`src/rtl/dram_map_pkg.sv`:
```
package dram_map_pkg;
  localparam int ADDR_W    = 40;
  localparam int ROW_PINS  = 15;
  localparam int COL_MAX   = 12;
  localparam int BANK_LSB  = 5;
  localparam int BANK_SPAN = 32;
  localparam int NUM_CS    = 4;
  localparam int RANGE_LSB = 20;
  localparam int RANGE_W   = ADDR_W - RANGE_LSB;
  localparam int CS_SEL_W  = $clog2(NUM_CS);

  typedef struct packed {
    logic [5:0]                 row_lsb;
    logic                       a13;
    logic                       fcram;
    logic [3:0]                 col_bits;
    logic                       col_lo;
    logic [4:0]                 col_hi_lsb;
    logic [BANK_SPAN-1:0]       bank_mask;
    logic                       cs_ilv;
    logic [5:0]                 cs_ilv_lsb;
    logic [NUM_CS*RANGE_W-1:0]  cs_base;
    logic [NUM_CS*RANGE_W-1:0]  cs_limit;
  } map_cfg_t;
endpackage

```
`src/rtl/dram_bank_map.sv`:
```
module dram_bank_map
  import dram_map_pkg::*;
(
  input  logic [BANK_SPAN-1:0] field_i,
  input  logic [BANK_SPAN-1:0] mask_i,
  output logic [2:0]           ba_o,
  output logic                 bank3_o,
  output logic                 bad_o,
  output logic [ADDR_W-1:0]    abs_mask_o
);
  logic [BANK_SPAN-1:0] lowest;
  logic                 contig;
  logic [5:0]           cnt;

  always_comb begin
    logic [2:0] k;
    k    = '0;
    ba_o = '0;
    for (int i = 0; i < BANK_SPAN; i++) begin
      if (mask_i[i] && k != 3'd3) begin
        ba_o[k[1:0]] = field_i[i];
        k = k + 3'd1;
      end
    end
  end

  assign lowest     = mask_i & (~mask_i + 1'b1);
  assign contig     = (|mask_i) && (((mask_i + lowest) & mask_i) == '0);
  assign cnt        = 6'($countones(mask_i));
  assign bank3_o    = (cnt == 6'd3);
  assign bad_o      = !contig || !((cnt == 6'd2) || (cnt == 6'd3));
  assign abs_mask_o = {{(ADDR_W-BANK_SPAN-BANK_LSB){1'b0}}, mask_i, {BANK_LSB{1'b0}}};
endmodule

```
`src/rtl/dram_row_map.sv`:
```
module dram_row_map
  import dram_map_pkg::*;
(
  input  logic [ADDR_W-1:0]   addr_i,
  input  logic [5:0]          row_lsb_i,
  input  logic [4:0]          base_w_i,
  input  logic [3:0]          top_pin_i,
  input  logic                bank3_i,
  input  logic                ba2_i,
  output logic [ROW_PINS-1:0] row_o,
  output logic [ADDR_W-1:0]   row_mask_o
);
  logic [4:0]          w;
  logic [ROW_PINS-1:0] wmask;

  assign w     = bank3_i ? base_w_i - 5'd1 : base_w_i;
  assign wmask = ROW_PINS'((16'd1 << w) - 16'd1);

  always_comb begin
    row_o = ROW_PINS'(addr_i >> row_lsb_i) & wmask;
    if (bank3_i) row_o[top_pin_i] = ba2_i;
  end

  assign row_mask_o = {{(ADDR_W-ROW_PINS){1'b0}}, wmask} << row_lsb_i;
endmodule

```
`src/rtl/dram_col_map.sv`:
```
module dram_col_map
  import dram_map_pkg::*;
(
  input  logic [ADDR_W-1:0]   addr_i,
  input  logic [3:0]          col_bits_i,
  input  logic                col_lo_i,
  input  logic [4:0]          hi_lsb_i,
  input  logic [3:0]          top_pin_i,
  input  logic                bank3_i,
  input  logic                ba2_i,
  output logic [ROW_PINS-1:0] col_o,
  output logic [ADDR_W-1:0]   col_mask_o
);
  logic [3:0]         hi_w;
  logic [COL_MAX-1:0] hi_mask, hi, colv;

  assign hi_w    = col_lo_i ? col_bits_i - 4'd4 : col_bits_i - 4'd2;
  assign hi_mask = COL_MAX'((13'd1 << hi_w) - 13'd1);
  assign hi      = COL_MAX'(addr_i >> hi_lsb_i) & hi_mask;
  // burst beat bits [1:0] always driven zero
  assign colv    = col_lo_i ? {hi[7:0], addr_i[6:5], 2'b00} : {hi[9:0], 2'b00};

  always_comb begin
    col_o = {2'b00, colv[11:10], 1'b0, colv[9:0]};  // A10 kept clear
    if (bank3_i) col_o[top_pin_i] = ba2_i;
  end

  assign col_mask_o = ({{(ADDR_W-COL_MAX){1'b0}}, hi_mask} << hi_lsb_i)
                    | (col_lo_i ? ADDR_W'(40'h60) : '0);
endmodule

```
`src/rtl/dram_cs_sel.sv`:
```
module dram_cs_sel
  import dram_map_pkg::*;
(
  input  logic [ADDR_W-1:0]         addr_i,
  input  logic                      ilv_i,
  input  logic [5:0]                ilv_lsb_i,
  input  logic [NUM_CS*RANGE_W-1:0] base_i,
  input  logic [NUM_CS*RANGE_W-1:0] limit_i,
  output logic [NUM_CS-1:0]         cs_no,
  output logic                      oor_o
);
  logic [RANGE_W-1:0]  a_hi;
  logic [NUM_CS-1:0]   hit;
  logic [CS_SEL_W-1:0] sel;

  assign a_hi = addr_i[ADDR_W-1:RANGE_LSB];
  assign sel  = CS_SEL_W'(addr_i >> ilv_lsb_i);

  for (genvar g = 0; g < NUM_CS; g++) begin : g_range
    assign hit[g] = (a_hi >= base_i[g*RANGE_W +: RANGE_W]) &&
                    (a_hi <= limit_i[g*RANGE_W +: RANGE_W]);
  end

  always_comb begin
    cs_no = '1;
    oor_o = 1'b0;
    if (ilv_i) begin
      cs_no[sel] = 1'b0;
    end else begin
      oor_o = 1'b1;
      for (int i = NUM_CS-1; i >= 0; i--) begin  // lowest index wins
        if (hit[i]) begin
          cs_no    = '1;
          cs_no[i] = 1'b0;
          oor_o    = 1'b0;
        end
      end
    end
  end
endmodule

```
`src/rtl/dram_addr_map.sv`:
```
module dram_addr_map
  import dram_map_pkg::*;
(
  input  logic                      clk_i,
  input  logic                      rst_ni,
  input  logic                      in_valid_i,
  output logic                      in_ready_o,
  input  logic [ADDR_W-1:0]         in_addr_i,
  output logic                      out_valid_o,
  input  logic                      out_ready_i,
  output logic [ROW_PINS-1:0]       row_o,
  output logic [ROW_PINS-1:0]       col_o,
  output logic [2:0]                ba_o,
  output logic [NUM_CS-1:0]         cs_no,
  output logic                      oor_o,
  output logic                      cfg_err_o,
  input  logic [5:0]                cfg_row_lsb_i,
  input  logic                      cfg_a13_i,
  input  logic                      cfg_fcram_i,
  input  logic [3:0]                cfg_col_bits_i,
  input  logic                      cfg_col_lo_i,
  input  logic [4:0]                cfg_col_hi_lsb_i,
  input  logic [BANK_SPAN-1:0]      cfg_bank_mask_i,
  input  logic                      cfg_cs_ilv_i,
  input  logic [5:0]                cfg_cs_ilv_lsb_i,
  input  logic [NUM_CS*RANGE_W-1:0] cfg_cs_base_i,
  input  logic [NUM_CS*RANGE_W-1:0] cfg_cs_limit_i
);
  map_cfg_t cfg_in, cfg_q, cfg;
  logic     out_valid_q, take;

  assign cfg_in = '{row_lsb: cfg_row_lsb_i, a13: cfg_a13_i, fcram: cfg_fcram_i,
                    col_bits: cfg_col_bits_i, col_lo: cfg_col_lo_i,
                    col_hi_lsb: cfg_col_hi_lsb_i, bank_mask: cfg_bank_mask_i,
                    cs_ilv: cfg_cs_ilv_i, cs_ilv_lsb: cfg_cs_ilv_lsb_i,
                    cs_base: cfg_cs_base_i, cs_limit: cfg_cs_limit_i};
  // live config only while idle, frozen while a result is pending
  assign cfg = out_valid_q ? cfg_q : cfg_in;

  always_ff @(posedge clk_i or negedge rst_ni) begin
    if (!rst_ni) cfg_q <= '0;
    else         cfg_q <= cfg;
  end

  logic [4:0]          base_w;
  logic [3:0]          top_pin;
  logic [2:0]          ba_d;
  logic                bank3, bank_bad;
  logic [ADDR_W-1:0]   bank_mask_abs, row_mask, col_mask;
  logic [ROW_PINS-1:0] row_d, col_d;
  logic [NUM_CS-1:0]   cs_d;
  logic                oor_d, err_d;

  assign base_w  = cfg.fcram ? 5'd15 : (cfg.a13 ? 5'd14 : 5'd13);
  assign top_pin = 4'(base_w - 5'd1);

  dram_bank_map u_bank (
    .field_i   (in_addr_i[BANK_LSB+BANK_SPAN-1:BANK_LSB]),
    .mask_i    (cfg.bank_mask),
    .ba_o      (ba_d),
    .bank3_o   (bank3),
    .bad_o     (bank_bad),
    .abs_mask_o(bank_mask_abs)
  );

  dram_row_map u_row (
    .addr_i    (in_addr_i),
    .row_lsb_i (cfg.row_lsb),
    .base_w_i  (base_w),
    .top_pin_i (top_pin),
    .bank3_i   (bank3),
    .ba2_i     (ba_d[2]),
    .row_o     (row_d),
    .row_mask_o(row_mask)
  );

  dram_col_map u_col (
    .addr_i    (in_addr_i),
    .col_bits_i(cfg.col_bits),
    .col_lo_i  (cfg.col_lo),
    .hi_lsb_i  (cfg.col_hi_lsb),
    .top_pin_i (top_pin),
    .bank3_i   (bank3),
    .ba2_i     (ba_d[2]),
    .col_o     (col_d),
    .col_mask_o(col_mask)
  );

  dram_cs_sel u_cs (
    .addr_i   (in_addr_i),
    .ilv_i    (cfg.cs_ilv),
    .ilv_lsb_i(cfg.cs_ilv_lsb),
    .base_i   (cfg.cs_base),
    .limit_i  (cfg.cs_limit),
    .cs_no    (cs_d),
    .oor_o    (oor_d)
  );

  assign err_d      = bank_bad || |(bank_mask_abs & (row_mask | col_mask));
  assign in_ready_o = !out_valid_q || out_ready_i;
  assign take       = in_valid_i && in_ready_o;

  always_ff @(posedge clk_i or negedge rst_ni) begin
    if (!rst_ni) begin
      out_valid_q <= 1'b0;
      row_o       <= '0;
      col_o       <= '0;
      ba_o        <= '0;
      cs_no       <= '1;
      oor_o       <= 1'b0;
      cfg_err_o   <= 1'b0;
    end else if (take) begin
      out_valid_q <= 1'b1;
      row_o       <= row_d;
      col_o       <= col_d;
      ba_o        <= ba_d;
      cs_no       <= cs_d;
      oor_o       <= oor_d;
      cfg_err_o   <= err_d;
    end else if (out_ready_i) begin
      out_valid_q <= 1'b0;
    end
  end

  assign out_valid_o = out_valid_q;
endmodule

```
`config.mk`:
```
export PLATFORM = sky130hd
export DESIGN_NAME = dram_addr_map
export DESIGN_NICKNAME = d
export VERILOG_FILES = /design/src/rtl/dram_map_pkg.sv /design/src/rtl/dram_bank_map.sv /design/src/rtl/dram_row_map.sv /design/src/rtl/dram_col_map.sv /design/src/rtl/dram_cs_sel.sv /design/src/rtl/dram_addr_map.sv
export SDC_FILE = /design/constraint.sdc
export NUM_CORES = 1
export LEC_CHECK = 0
export ABC_AREA = 1
export ABC_CLOCK_PERIOD_IN_PS = 63700
export BUFFER_PORTS_ARGS = -buffer_cell sky130_fd_sc_hd__buf_4
export CAP_MARGIN = 20
export CELL_PAD_IN_SITES_DETAIL_PLACEMENT = 1
export CELL_PAD_IN_SITES_GLOBAL_PLACEMENT = 1
export CORE_ASPECT_RATIO = 2
export CORE_MARGIN = 2
export CORE_UTILIZATION = 35
export CTS_CLUSTER_DIAMETER = 30
export CTS_CLUSTER_SIZE = 16
export DETAILED_ROUTE_END_ITERATION = 12
export PLACE_DENSITY_LB_ADDON = 0.1
export SETUP_SLACK_MARGIN = 0.5
export SLEW_MARGIN = 30
export SYNTH_ARGS = -nofsm -noshare
export SYNTH_HDL_FRONTEND = slang
export SYNTH_HIERARCHICAL = 1
export SYNTH_SLANG_ARGS = --single-unit
export TNS_END_PERCENT = 10
```
`constraint.sdc`:
```
create_clock -name clk_i -period 63.7 [get_ports clk_i]
set_input_delay 3.185 -clock clk_i [delete_from_list [all_inputs] [get_ports clk_i]]
set_output_delay 3.185 -clock clk_i [all_outputs]
set_load 0.005 [all_outputs]
```
==> metrics.md <==
| Metric | Value |
|---|---|
| Post-route setup slack | 19.60 ns |
| Arrival time at the worst endpoint | 44.63 ns |
| F_max | 22.7 MHz |
| Post-route insts no fill | 5,818 |
| Asr flop ratio synth | 1.00 |
| Port bufs | 301 |
| Initial antenna violation count | 7 |
| Row count | 153 |
| Drt first pass iters | 5 |
| Number of synthesized flops with an enable pin | 0 |
| Register area | 0.00644 mm^2 |
| RSZ-0062 raised after global routing | no |
| Rel. slew slack | 0.316 |
| Multi-input logic area | 0.0211 mm^2 |
| Post-synthesis register bit count | 257 |
| # setup viols final | 0 |
| Core box area | 0.0869 mm^2 |
| Max-cap violations | 0 |
| Sequential area share after synthesis | 0.209 |
| Max-slew violations | 0 |
| Hold Path Stages | 1 |
| Inst Count DP | 5,718 |
| Post-CTS Setup Bufs | 0 |
| CP Capture Type | flop |
| Layout cell share with drive strength beyond 1 | 0.187 |
| Worst-path maximum fanout | 12 |
| Final Skew | 0.0206 ns |
| Hold Crit Class | flop to flop |
| R2r setup slk | 21.28 ns |
| Final Hold Viols | 0 |
| I/O pins | 302 |
| CTS tree | done |
| Largest net degree at the start of global routing | 104 |
| Top cell by count, worst path | ha_1 |
| Synth warn | 6 |
| Via count | 30,800 |
| Area growth from synthesis to layout | 15.8% |
| Die Y | 423 um |
| Setup crit start kind | input port |
| Fill count | 11,200 |
| Fin crit period | 44.10 ns |
| Yosys cell types | 77 |
| Vias per cell | 5.29 |
| Die ar. | 0.0903 mm^2 |
| DRT iter0 DRCs | 1,180 |
| Resized cells post-CTS | 0 |
| Synth top area cells | dfrtp_1 21%, nand2_1 14%, ha_1 13% |
| Number of CTS-inserted buffers | 53 |
| Hold Buf Count CTS | 0 |
| Skew-Pair Late Insertion Delay | 0.65 ns |
| Initial core utilization | 0.354 |
| HP Start | cfg_q[50] |
| R2r endpoint | row_o[10] |
| Critical Path Max Stage Delay | 0.51 ns |
| Post-synth top area share | 0.206 |
| Worst Hold End | cfg_q[50] |
| Slowest cell on crit path | inv_1 |
| Sink Count | 257 |
| Status | complete, no violations |
| Post-route ant nets | 0 |
| Total negative setup slack | 0 ns |
| Post-Route WL | 130 mm |
| Final Util | 0.409 |
| HPWL Detailed | 103 mm |
| Root buf cell | clkbuf_16 |
| Reg2reg start | out_valid_o |
| Top FF cell, synth | dfrtp_1 |
| Nets | 5,214 |
| Worst slack, placed | 18.80 ns |
| Die width | 214 um |
| Worst-margin pin slew | 1.02 ns |
| Syn Inst Count | 4,377 |
| Routed length per placed instance | 22.3 um |
| Final worst-path cycle share | 0.692 |
| H-tree depth | 2 |
| DRC violation count after routing | 0 |
| Clock Pin Slew Worst Setup and Hold Paths | 0.05 ns |
| Reg2Reg Depth | 195 |
| Worst-case clock buffer depth | 3 |
| Vias in the first global route | 32,900 |
| Tot GR Track Use | 0.286 |
| First-pass GRT wire length | 194 mm |
| Setup Crit Path Kind | input port to flop |
| CP required | 64.23 ns |
| Synth Area per Inst | 7.02 um^2 |
| GPL Wtd Cong | 0.954 |
| Synthesized cell area | 0.0307 mm^2 |
| GR Overflow Total | 0 |
| Yosys top cell by area | dfrtp_1 |
cells by family after synthesis:
logic type | count (synthesis) | share of synthesized area
xor+xnor | 2 | 0.000814
flops | 257 | 0.209
simple gates | 2187 | 0.322
compound gates | 557 | 0.104
fa+ha+maj | 342 | 0.145
mux | 267 | 0.109
other cells | 4 | 0.000488
buf+inv | 761 | 0.108
worst max path at each step:
stage	to	slack [ns]	cells after the start	from
2_1_floorplan	row_o[13]	26.03	195	cfg_bank_mask_i[0]
3_3_place_gp	row_o[10]	20.44	196	cfg_bank_mask_i[0]
3_5_place_dp	row_o[10]	18.80	196	cfg_bank_mask_i[0]
4_1_cts	row_o[10]	19.42	196	cfg_bank_mask_i[0]
5_1_grt	col_o[10]	15.55	196	cfg_bank_mask_i[0]
6_report	row_o[10]	19.60	196	cfg_bank_mask_i[0]
per-stage QoR:
stage | hold WS (ns) | area, um^2
2_1_floorplan | 0.467 | 30800
3_3_place_gp | 0.477 | 33700
3_5_place_dp | 0.476 | 33700
4_1_cts | 0.492 | 35600
5_1_grt | 0.499 | 35600
6_report | 0.486 | 35600
per-layer routing:
metal	part of all wire	wire length, um	track usage	vias to the layer above
met3	0.048	6160	0.0533	377
met4	0.080	10400	0.197	10
met1	0.34	44500	0.271	14800
met5	0.00042	55	0	-
li1	-	-	-	14800
met2	0.53	68500	0.544	751
worst max-delay path, delay by kind of cell:
family	cells	cell delay, ns
compound gates	4	1.22
fa+ha+maj	57	11.45
buf+inv	47	7.78
mux	2	0.59
simple gates	86	20.32
final cells by class:
| type | count | share of cell area |
|---|---|---|
| multi-input cells | 3381 | 0.592 |
| clock buffers | 65 | 0.0402 |
| clock inverters | 33 | 0.0135 |
| well taps | 1162 | 0.0409 |
| inverters | 588 | 0.0625 |
| flip-flops and latches | 257 | 0.181 |
| diodes | 2 | 0.000141 |
| repair buffers | 330 | 0.0699 |
cells in the mapped netlist, drive strengths merged, types with 3 or more instances:
cell type  count
o211ai        29
buf          121
clkbuf        52
a21o           6
nand3        510
o221ai        16
a31oi         23
nor2         349
inv          581
nand2       1186
and2           6
o2111ai       10
a21boi         3
o32ai          3
mux2i         14
or2           31
nor3          40
o31ai          4
o22ai         10
a22oi          3
o21a          18
fa            24
and3           4
dfrtp        253
nand4         46
clkinv         6
mux2         253
o311ai         9
o21ai        272
dfstp          4
nor4           8
a21oi        135
nand3b         5
conb           4
ha           318
state kept, by name, summed over array words and instances (netlist names):
signal and cells:
oor_o 1, cfg_q 217, cs_no 4, col_o 15, ba_o 3, row_o 15
cfg_err_o 1, out_valid_o 1
cell usage in the layout (no fill, tap or decap), drive strengths merged, types with 10 or more instances in the layout:
cell type,count
fa,24
o21a,18
dfrtp,253
buf,330
inv,586
o2111ai,10
o221ai,16
nand3,510
nand2,1186
or2,31
clkinv,22
bufinv,10
mux2,253
nand4,46
conb,26
clkbuf,65
a31oi,23
nor2,349
o211ai,29
o22ai,10
ha,318
o21ai,272
nor3,40
mux2i,14
a21oi,135
Power is not shown: default switching activity piles up to over one toggle a cycle in this logic, so the estimate is an artifact.
